## config.mk

```make
export PLATFORM = sky130hd
export DESIGN_NAME = sleep_ctrl_top
export DESIGN_NICKNAME = d
export VERILOG_FILES = /design/src/rtl/sleep_ctrl_pkg.sv /design/src/rtl/sleep_evt_flag.sv /design/src/rtl/sleep_pwr_fsm.sv /design/src/rtl/sleep_gate_reg.sv /design/src/rtl/sleep_ctrl_top.sv
export SDC_FILE = /design/constraint.sdc
export NUM_CORES = 1
export LEC_CHECK = 0
export ABC_AREA = 1
export BUFFER_PORTS_ARGS = -buffer_cell sky130_fd_sc_hd__buf_2
export CORE_MARGIN = 3
export CORE_UTILIZATION = 46
export CTS_BUF_LIST = sky130_fd_sc_hd__clkbuf_4
export DETAILED_ROUTE_END_ITERATION = 7
export GPL_ROUTABILITY_DRIVEN = 0
export PLACE_DENSITY = 0.71
export SLEW_MARGIN = 20
export SYNTH_ARGS = -nofsm -noshare
export SYNTH_HDL_FRONTEND = slang
export SYNTH_SLANG_ARGS = --single-unit
```

## constraint.sdc

```tcl
create_clock -name clk -period 3.7 [get_ports clk]
set_clock_uncertainty 0.1 [all_clocks]
set_input_delay 0.74 -clock clk [delete_from_list [all_inputs] [get_ports clk]]
set_output_delay 0.74 -clock clk [all_outputs]
set_load 0.01 [all_outputs]
```

## src/rtl/sleep_ctrl_pkg.sv

```systemverilog
package sleep_ctrl_pkg;

  typedef enum logic [1:0] {
    ST_RUN     = 2'd0,
    ST_NAP     = 2'd1,
    ST_DEEP    = 2'd2,
    ST_RESTORE = 2'd3
  } pstate_t;

  typedef struct packed {
    logic core_en;
    logic sys_en;
    logic pll_pd;
    logic flash_pd;
    logic stall;
  } gate_t;

  // Output pattern for each state; registered by the gate stage.
  function automatic gate_t gate_of(pstate_t s);
    gate_t g;
    case (s)
      ST_RUN:     g = '{core_en: 1'b1, sys_en: 1'b1, pll_pd: 1'b0, flash_pd: 1'b0, stall: 1'b0};
      ST_NAP:     g = '{core_en: 1'b0, sys_en: 1'b1, pll_pd: 1'b0, flash_pd: 1'b0, stall: 1'b1};
      ST_DEEP:    g = '{core_en: 1'b0, sys_en: 1'b0, pll_pd: 1'b1, flash_pd: 1'b1, stall: 1'b1};
      default:    g = '{core_en: 1'b0, sys_en: 1'b0, pll_pd: 1'b0, flash_pd: 1'b0, stall: 1'b1};
    endcase
    return g;
  endfunction

  // Event flag update: consumption on wait-for-event exit wins,
  // then any new event, then the fall-through clear.
  function automatic logic evt_next(logic cur, logic set, logic skip, logic consume);
    if (consume)   return 1'b0;
    else if (set)  return 1'b1;
    else if (skip) return 1'b0;
    else           return cur;
  endfunction

  // Wake test for a sleeping core; events only count for wait-for-event sleeps.
  function automatic logic wake_hit(logic wfe_mode, logic irq, logic dbg, logic evt);
    return irq | dbg | (wfe_mode & evt);
  endfunction

endpackage

```

## src/rtl/sleep_evt_flag.sv

```systemverilog
module sleep_evt_flag
  import sleep_ctrl_pkg::*;
(
  input  logic clk,
  input  logic rst_n,
  input  logic set_i,
  input  logic skip_i,
  input  logic consume_i,
  output logic evt_o
);

  logic evt_q;

  always_ff @(posedge clk or negedge rst_n) begin
    if (!rst_n) evt_q <= 1'b0;
    else        evt_q <= evt_next(evt_q, set_i, skip_i, consume_i);
  end

  assign evt_o = evt_q;

endmodule

```

## src/rtl/sleep_pwr_fsm.sv

```systemverilog
module sleep_pwr_fsm
  import sleep_ctrl_pkg::*;
#(
  parameter int unsigned FLASH_WAKE_CYC = 4
) (
  input  logic    clk,
  input  logic    rst_n,
  input  logic    wfi_i,
  input  logic    wfe_i,
  input  logic    deep_sel_i,
  input  logic    evt_q_i,
  input  logic    ext_evt_i,
  input  logic    sev_i,
  input  logic    irq_i,
  input  logic    dbg_i,
  input  logic    pll_locked_i,
  output pstate_t state_d_o,
  output logic    wfe_skip_o,
  output logic    wfe_exit_o,
  output logic    wake_o
);

  localparam int unsigned CW = $clog2(FLASH_WAKE_CYC + 1);

  pstate_t       state_q, state_d;
  logic          wfe_mode_q, wfe_mode_d;
  logic [CW-1:0] cnt_q, cnt_d;
  logic          run, sleeping, go_sleep, wfe_sleep, evt_any;

  assign run       = (state_q == ST_RUN);
  assign sleeping  = (state_q == ST_NAP) || (state_q == ST_DEEP);
  assign wfe_sleep = run && wfe_i && !wfi_i && !evt_q_i;
  assign go_sleep  = run && (wfi_i || wfe_sleep);
  assign evt_any   = evt_q_i | ext_evt_i | sev_i;
  assign wake_o    = wake_hit(wfe_mode_q, irq_i, dbg_i, evt_any);

  assign wfe_skip_o = run && wfe_i && !wfi_i && evt_q_i;
  assign wfe_exit_o = sleeping && wfe_mode_q && wake_o;

  always_comb begin
    state_d    = state_q;
    wfe_mode_d = wfe_mode_q;
    case (state_q)
      ST_RUN: begin
        if (go_sleep) begin
          state_d    = deep_sel_i ? ST_DEEP : ST_NAP;
          wfe_mode_d = wfe_sleep;
        end
      end
      ST_NAP:  if (wake_o) state_d = ST_RUN;
      ST_DEEP: if (wake_o) state_d = ST_RESTORE;
      default: if ((cnt_q == '0) && pll_locked_i) state_d = ST_RUN;
    endcase
  end

  always_comb begin
    cnt_d = cnt_q;
    if ((state_q == ST_DEEP) && (state_d == ST_RESTORE))
      cnt_d = CW'(FLASH_WAKE_CYC);
    else if ((state_q == ST_RESTORE) && (cnt_q != '0))
      cnt_d = cnt_q - CW'(1);
  end

  always_ff @(posedge clk or negedge rst_n) begin
    if (!rst_n) begin
      state_q    <= ST_RUN;
      wfe_mode_q <= 1'b0;
      cnt_q      <= '0;
    end else begin
      state_q    <= state_d;
      wfe_mode_q <= wfe_mode_d;
      cnt_q      <= cnt_d;
    end
  end

  assign state_d_o = state_d;

endmodule

```

## src/rtl/sleep_gate_reg.sv

```systemverilog
module sleep_gate_reg
  import sleep_ctrl_pkg::*;
(
  input  logic    clk,
  input  logic    rst_n,
  input  pstate_t state_d_i,
  output gate_t   gate_o
);

  gate_t gate_q;

  // Registered on the always-on edge so gate enables never glitch.
  always_ff @(posedge clk or negedge rst_n) begin
    if (!rst_n) gate_q <= gate_of(ST_RUN);
    else        gate_q <= gate_of(state_d_i);
  end

  assign gate_o = gate_q;

endmodule

```

## src/rtl/sleep_ctrl_top.sv

```systemverilog
module sleep_ctrl_top
  import sleep_ctrl_pkg::*;
#(
  parameter int unsigned FLASH_WAKE_CYC = 4
) (
  input  logic clk,
  input  logic rst_n,
  input  logic wfi_req,
  input  logic wfe_req,
  input  logic sev_req,
  input  logic deep_sel,
  input  logic ext_evt,
  input  logic irq_pend,
  input  logic dbg_wake,
  input  logic pll_locked,
  output logic core_clk_en,
  output logic sys_clk_en,
  output logic pll_pd_req,
  output logic flash_pd_req,
  output logic core_stall
);

  pstate_t state_d;
  gate_t   gate;
  logic    evt_q, evt_set, wfe_skip, wfe_exit, wake_now;

  assign evt_set = ext_evt | sev_req | irq_pend | dbg_wake;

  sleep_evt_flag u_flag (
    .clk       (clk),
    .rst_n     (rst_n),
    .set_i     (evt_set),
    .skip_i    (wfe_skip),
    .consume_i (wfe_exit),
    .evt_o     (evt_q)
  );

  sleep_pwr_fsm #(.FLASH_WAKE_CYC(FLASH_WAKE_CYC)) u_fsm (
    .clk          (clk),
    .rst_n        (rst_n),
    .wfi_i        (wfi_req),
    .wfe_i        (wfe_req),
    .deep_sel_i   (deep_sel),
    .evt_q_i      (evt_q),
    .ext_evt_i    (ext_evt),
    .sev_i        (sev_req),
    .irq_i        (irq_pend),
    .dbg_i        (dbg_wake),
    .pll_locked_i (pll_locked),
    .state_d_o    (state_d),
    .wfe_skip_o   (wfe_skip),
    .wfe_exit_o   (wfe_exit),
    .wake_o       (wake_now)
  );

  sleep_gate_reg u_gate (
    .clk       (clk),
    .rst_n     (rst_n),
    .state_d_i (state_d),
    .gate_o    (gate)
  );

  assign core_clk_en  = gate.core_en;
  assign sys_clk_en   = gate.sys_en;
  assign pll_pd_req   = gate.pll_pd;
  assign flash_pd_req = gate.flash_pd;
  assign core_stall   = gate.stall;

endmodule

```

* After elaboration in Yosys (flattened, before gate mapping) *
Cells that the tools add are included.

word-level totals
  flip-flop bits (word level) = 12
  word-level logic and storage cells = 57

operators by class
  $add $sub $neg = 1
  eq/ne operators = 6
  muxes and demuxes = 12
  bitwise operators = 8
  reduce and logical (&&, ||, !) cells = 21

operators with widths
  cell                                                                    count
  5-bit one-hot mux with 3 select lines                                   1
  1-bit logical AND                                                       10
  2-bit 2-to-1 mux                                                        5
  2-bit equality test (second input constant)                             4
  1-bit OR                                                                7
  3-bit 2-to-1 mux                                                        2
  2-bit one-hot mux with 3 select lines                                   1
  3-bit nonzero test                                                      2
  2-bit by 1-bit equality test with 1-bit output (second input constant)  2
  2-bit logical NOT                                                       2
  3-bit logical NOT                                                       1
  1-bit 2-to-1 mux                                                        3
  3-bit by 1-bit subtractor with 3-bit output (second input constant)     1
  1-bit logical NOT                                                       2
  1-bit logical OR                                                        2
  2-bit AND reduction                                                     1
  2-bit nonzero test                                                      1
  1-bit AND                                                               1

* Depth between registers and ports, before layout *
  word-level depth = 11
  depth in mapped cells = 11
  mapped depth without buffers = 11

* Cells and area by module *
A second synthesis with hierarchy kept.

unflattened totals
  cells, all modules = 90
  area total of the unflattened synthesis = 737.0 µm²

modules (own cells, without submodules)
  module          instances  cells each  area an instance (µm²)  sequential area each (µm²)
  sleep_pwr_fsm   1          72          549.3                   150.1
  sleep_gate_reg  1          10          131.4                   102.6
  sleep_evt_flag  1          5           45.0                    25.0
  sleep_ctrl_top  1          3           11.3                    0.0

* Least setup slack after synthesis *
Ideal clock, no wire load.

  path type = reg2reg
  start = reg u_fsm.state_q[0]
  end = reg u_fsm.cnt_q[0]
  setup time = 0.113 ns
  data arrival time = 1.411 ns
  setup slack = 2.076 ns
  cell stages (with the launch flop) = 12
  cell sequence = dfrtp_1 inv_1 ha_1 nand2_2 o21bai_2 nand2_1 nand2_1 nand2_1 nand3_1 nand3_1 nand2_1 inv_1

on the way
  word-level cells in the longest chain between the ends = 11
  elaborated cells on any way between the ends = 19
  classes of those cells = eq/ne: 4; mux: 6; reduce/logical: 9

ends and longest elaborated chain
  element                                                 line                                      text
  from (decl)                                             sleep_pwr_fsm.sv:25                       pstate_t state_q, state_d;
  from (signal assigned)                                  sleep_pwr_fsm.sv:70                       state_q <= state_d;
  2-bit logical NOT                                       sleep_pwr_fsm.sv:30, sleep_pwr_fsm.sv:43
  1-bit logical AND (3 in a row)                          sleep_pwr_fsm.sv:32                       assign wfe_sleep = run && wfe_i && !wfi_i && !evt_q_i;
  1-bit logical OR                                        sleep_pwr_fsm.sv:33                       assign go_sleep = run && (wfi_i || wfe_sleep);
  1-bit logical AND                                       sleep_pwr_fsm.sv:33
  2-bit 2-to-1 mux                                        sleep_pwr_fsm.sv:45                       if (go_sleep) begin
  2-bit one-hot mux with 3 select lines                   sleep_pwr_fsm.sv:43                       case (state_q)
  2-bit equality test                                     sleep_pwr_fsm.sv:58                       if ((state_q == ST_DEEP) && (state_d == ST_RESTORE))
  1-bit logical AND                                       sleep_pwr_fsm.sv:58
  3-bit 2-to-1 mux or 2-bit nonzero test (tied branches)  --
  to (signal assigned)                                    sleep_pwr_fsm.sv:72                       cnt_q <= cnt_d;
  to (decl)                                               sleep_pwr_fsm.sv:27                       logic [CW-1:0] cnt_q, cnt_d;

Several ways; a longest one is shown, not always the timed one.
A chain may end at the register's enable or synchronous reset.

* Worst setup path in the final report *
Same ends and word-level chain as after synthesis.

==> flow_metrics.tcl <==
set metrics [dict create \
    grt_max_degree 12 \
    hold_viol 0 \
    yosys-top-cells-area "dfrtp_1, ha_1, nand2_1" \
    place_area_um2 744 \
    yosysUniqueCellTypes 17 \
    yosysMostFrequentCell "nand2_1" \
    stdcell_area_um2 774 \
    endpoint_kind "flip-flop" \
    p_leak_nw 0.436 \
    synth_area_leader_cell "dfrtp_1" \
    start_kind "flip-flop" \
    grt_pass1_wl_mm 2.03 \
    timing.max_slew.rel_slack_pct 84.7 \
    synth.top_cells.by_count "nand2_1, inv_1, dfrtp_1" \
    postCtsHoldBufs 0 \
    slowest_delay_ns 0.45 \
    path_class "flip-flop to flip-flop" \
    clockBufferDepth 2 \
    fin_crit_sh_pct 50.6 \
    place_ws_ns 1.83 \
    n_antenna_cell 0 \
    fin_crit_ns 1.87 \
    cts.htree.levels 1 \
    ys_seq_area_share_pct 41.9 \
    crit_fanout 6 \
    wl_per_cell_um 9.89 \
    p_per_area_mw_per_mm2 738 \
    cts_sinks 11 \
    dp_hpwl_um 931 \
    cts.clk_slew.worst_paths_ns 0.07 \
    drc 0 \
    slowest_stage "dfrtp_1" \
    path_common_cell "nand2_1" \
    root_buffer "clkbuf_4" \
    hold_path.class "input port to asynchronous set/reset pin" \
    synth_seq_cells 11 \
    initial_core_util_pct 49.7 \
    vias 510 \
    setup_tns_ns 0 \
    grt_setup_unrepaired "no" \
    grt-ovfl-total 0 \
    worstPathCellList "inv_1 > ha_1 > nand2_2 > o21bai_2 > nand2_1 > nand2_1 > nand2_1 > nand3_1 > nand3_1 > nand2_1 > inv_1" \
    synthCells 80 \
    finalSetupViolations 0 \
    yosysWarnings 0 \
    maxCapViolCount 0 \
    cts_buffers 3 \
    finalPower_mw 0.572 \
    syn_to_final_growth_pct 16.8 \
    critPathArrivalTime_ns 1.92 \
    synth.net_count 97 \
    drive_above_1_share_pct 29.9 \
    port_buffers 14 \
    top_level_ports 15 \
    cts_resized 0 \
    wl_mm 1.11 \
    die_w_um 44.0 \
    final_antenna_net_count 0 \
    row_count 13 \
    synth_edf_count 0 \
    max_freq_mhz 534 \
    grt_antenna_before_repair 0 \
    drt_iter0_drc 5 \
    tightest_slew_ns 0.228 \
    cp_data_required_time_ns 3.75 \
    final_core_util_pct 58.1 \
    async_flop_share_pct 100 \
    grt_pass1_vias 515 \
    drt_pre_antenna_iters 4 \
    grt_use_total_pct 14.1 \
    coreArea_mm2 0.00133 \
    cts_tree "yes" \
    cts_setup_buffers 0 \
    viasPerCell 4.55 \
    insertion_delay_ns 0.26 \
    synth_ff_type "dfrtp_1" \
    synth.avg_cell_area_um2 8.29 \
    crit_buf_inv 2 \
    die_area_mm2 0.00193 \
    syn-cell-area_um2 663 \
    yosysTopAreaCellShare_pct 34.0 \
    critPathTopFamily "simple AND/OR/NAND/NOR gates" \
    irDropWorstVdd_uv 454 \
    run_status "finished clean" \
    layout_setup_ws_ns 1.83 \
    dieHeight_um 44.0 \
    slew_violations 0 \
    fin_nets 115 \
]
-- cell type report --
cell class                 instances  area, um^2
clock buffer                       4        30.0
fill                             129         559
inverter                          17        63.8
multi-input combinational         51         314
sequential                        11         278
tap                               15        18.8
timing repair buffer              14        70.1
-- power by group --
group | internal [mW] | switching, mW
logic | 0.109 | 0.179
clock network | 0.0488 | 0.0338
registers | 0.174 | 0.0277
total | 0.331 | 0.240
-- logic make-up after synthesis --
family                   Yosys count  share of synthesized area (%)
AND/OR/NAND/NOR                   35                           22.6
buffers and inverters             18                           10.8
flip-flops                        11                           41.9
AO/OA/AOI/OAI                      7                           8.87
adder cells (fa/ha/maj)            7                           13.2
XOR/XNOR                           2                           2.64
-- cells in the final DEF (no fill, tap or decap) --
cell type,Yosys,routed
nand2_1,21,21
inv_1,14,14
buf_2,0,14
dfrtp_1,9,9
nand3_1,7,7
ha_1,7,7
clkbuf_4,0,4
nor2_1,3,3
nand2_2,3,3
o21ai_0,3,3
inv_2,3,3
xor2_1,2,2
dfstp_2,2,2
o21bai_2,1,1
a21oi_4,1,1
nor2_2,1,1
a32oi_1,1,1
o31ai_1,1,1
-- registers in the layout (all words and copies together) (netlist names) --
signal	cells
u_fsm.cnt_q	3
u_fsm.wfe_mode_q	1
u_flag.evt_o	1
u_fsm.state_q	2
u_gate.gate_o	4
-- stage by stage --
stage / hold slack (ns) / instances
finish: 0.229 / 112
global route: 0.228 / 112
CTS: 0.229 / 112
detailed placement: 0.411 / 108
global placement: 0.382 / 108
floorplan: 0.332 / 80
-- per-layer routing --
layer | share of wire [%] | vias up | global-route usage (%) | wire length [um]
li1 | - | 276 | - | -
met1 | 47 | 224 | 18.8 | 522
met2 | 48 | 10 | 21.5 | 534
met3 | 4.7 | 0 | 2.90 | 52
met4 | 0 | 0 | 7.23 | 0
met5 | 0 | - | 0 | 0
-- worst paths after layout --
check / slack, ns / endpoint / depth (start not counted) / start
max: 1.83 / u_fsm.cnt_q[0]$_DFFE_PN0P_ / 11 / u_fsm.state_q[0]$_DFF_PN0_
min: 0.23 / u_gate.gate_o[1]$_DFF_PN0_ / 1 / rst_n
max reg2reg: 1.83 / u_fsm.cnt_q[0]$_DFFE_PN0P_ / 11 / u_fsm.state_q[0]$_DFF_PN0_
min reg2reg: 0.40 / u_flag.evt_o$_DFFE_PN0P_ / 1 / u_fsm.wfe_mode_q$_DFFE_PN0P_
max in group asynchronous: 3.01 / u_gate.gate_o[4]$_DFF_PN1_ / 1 / rst_n
min in group clk: 0.40 / u_flag.evt_o$_DFFE_PN0P_ / 1 / u_fsm.wfe_mode_q$_DFFE_PN0P_
Note: power is estimated with default switching activity, not from simulation.
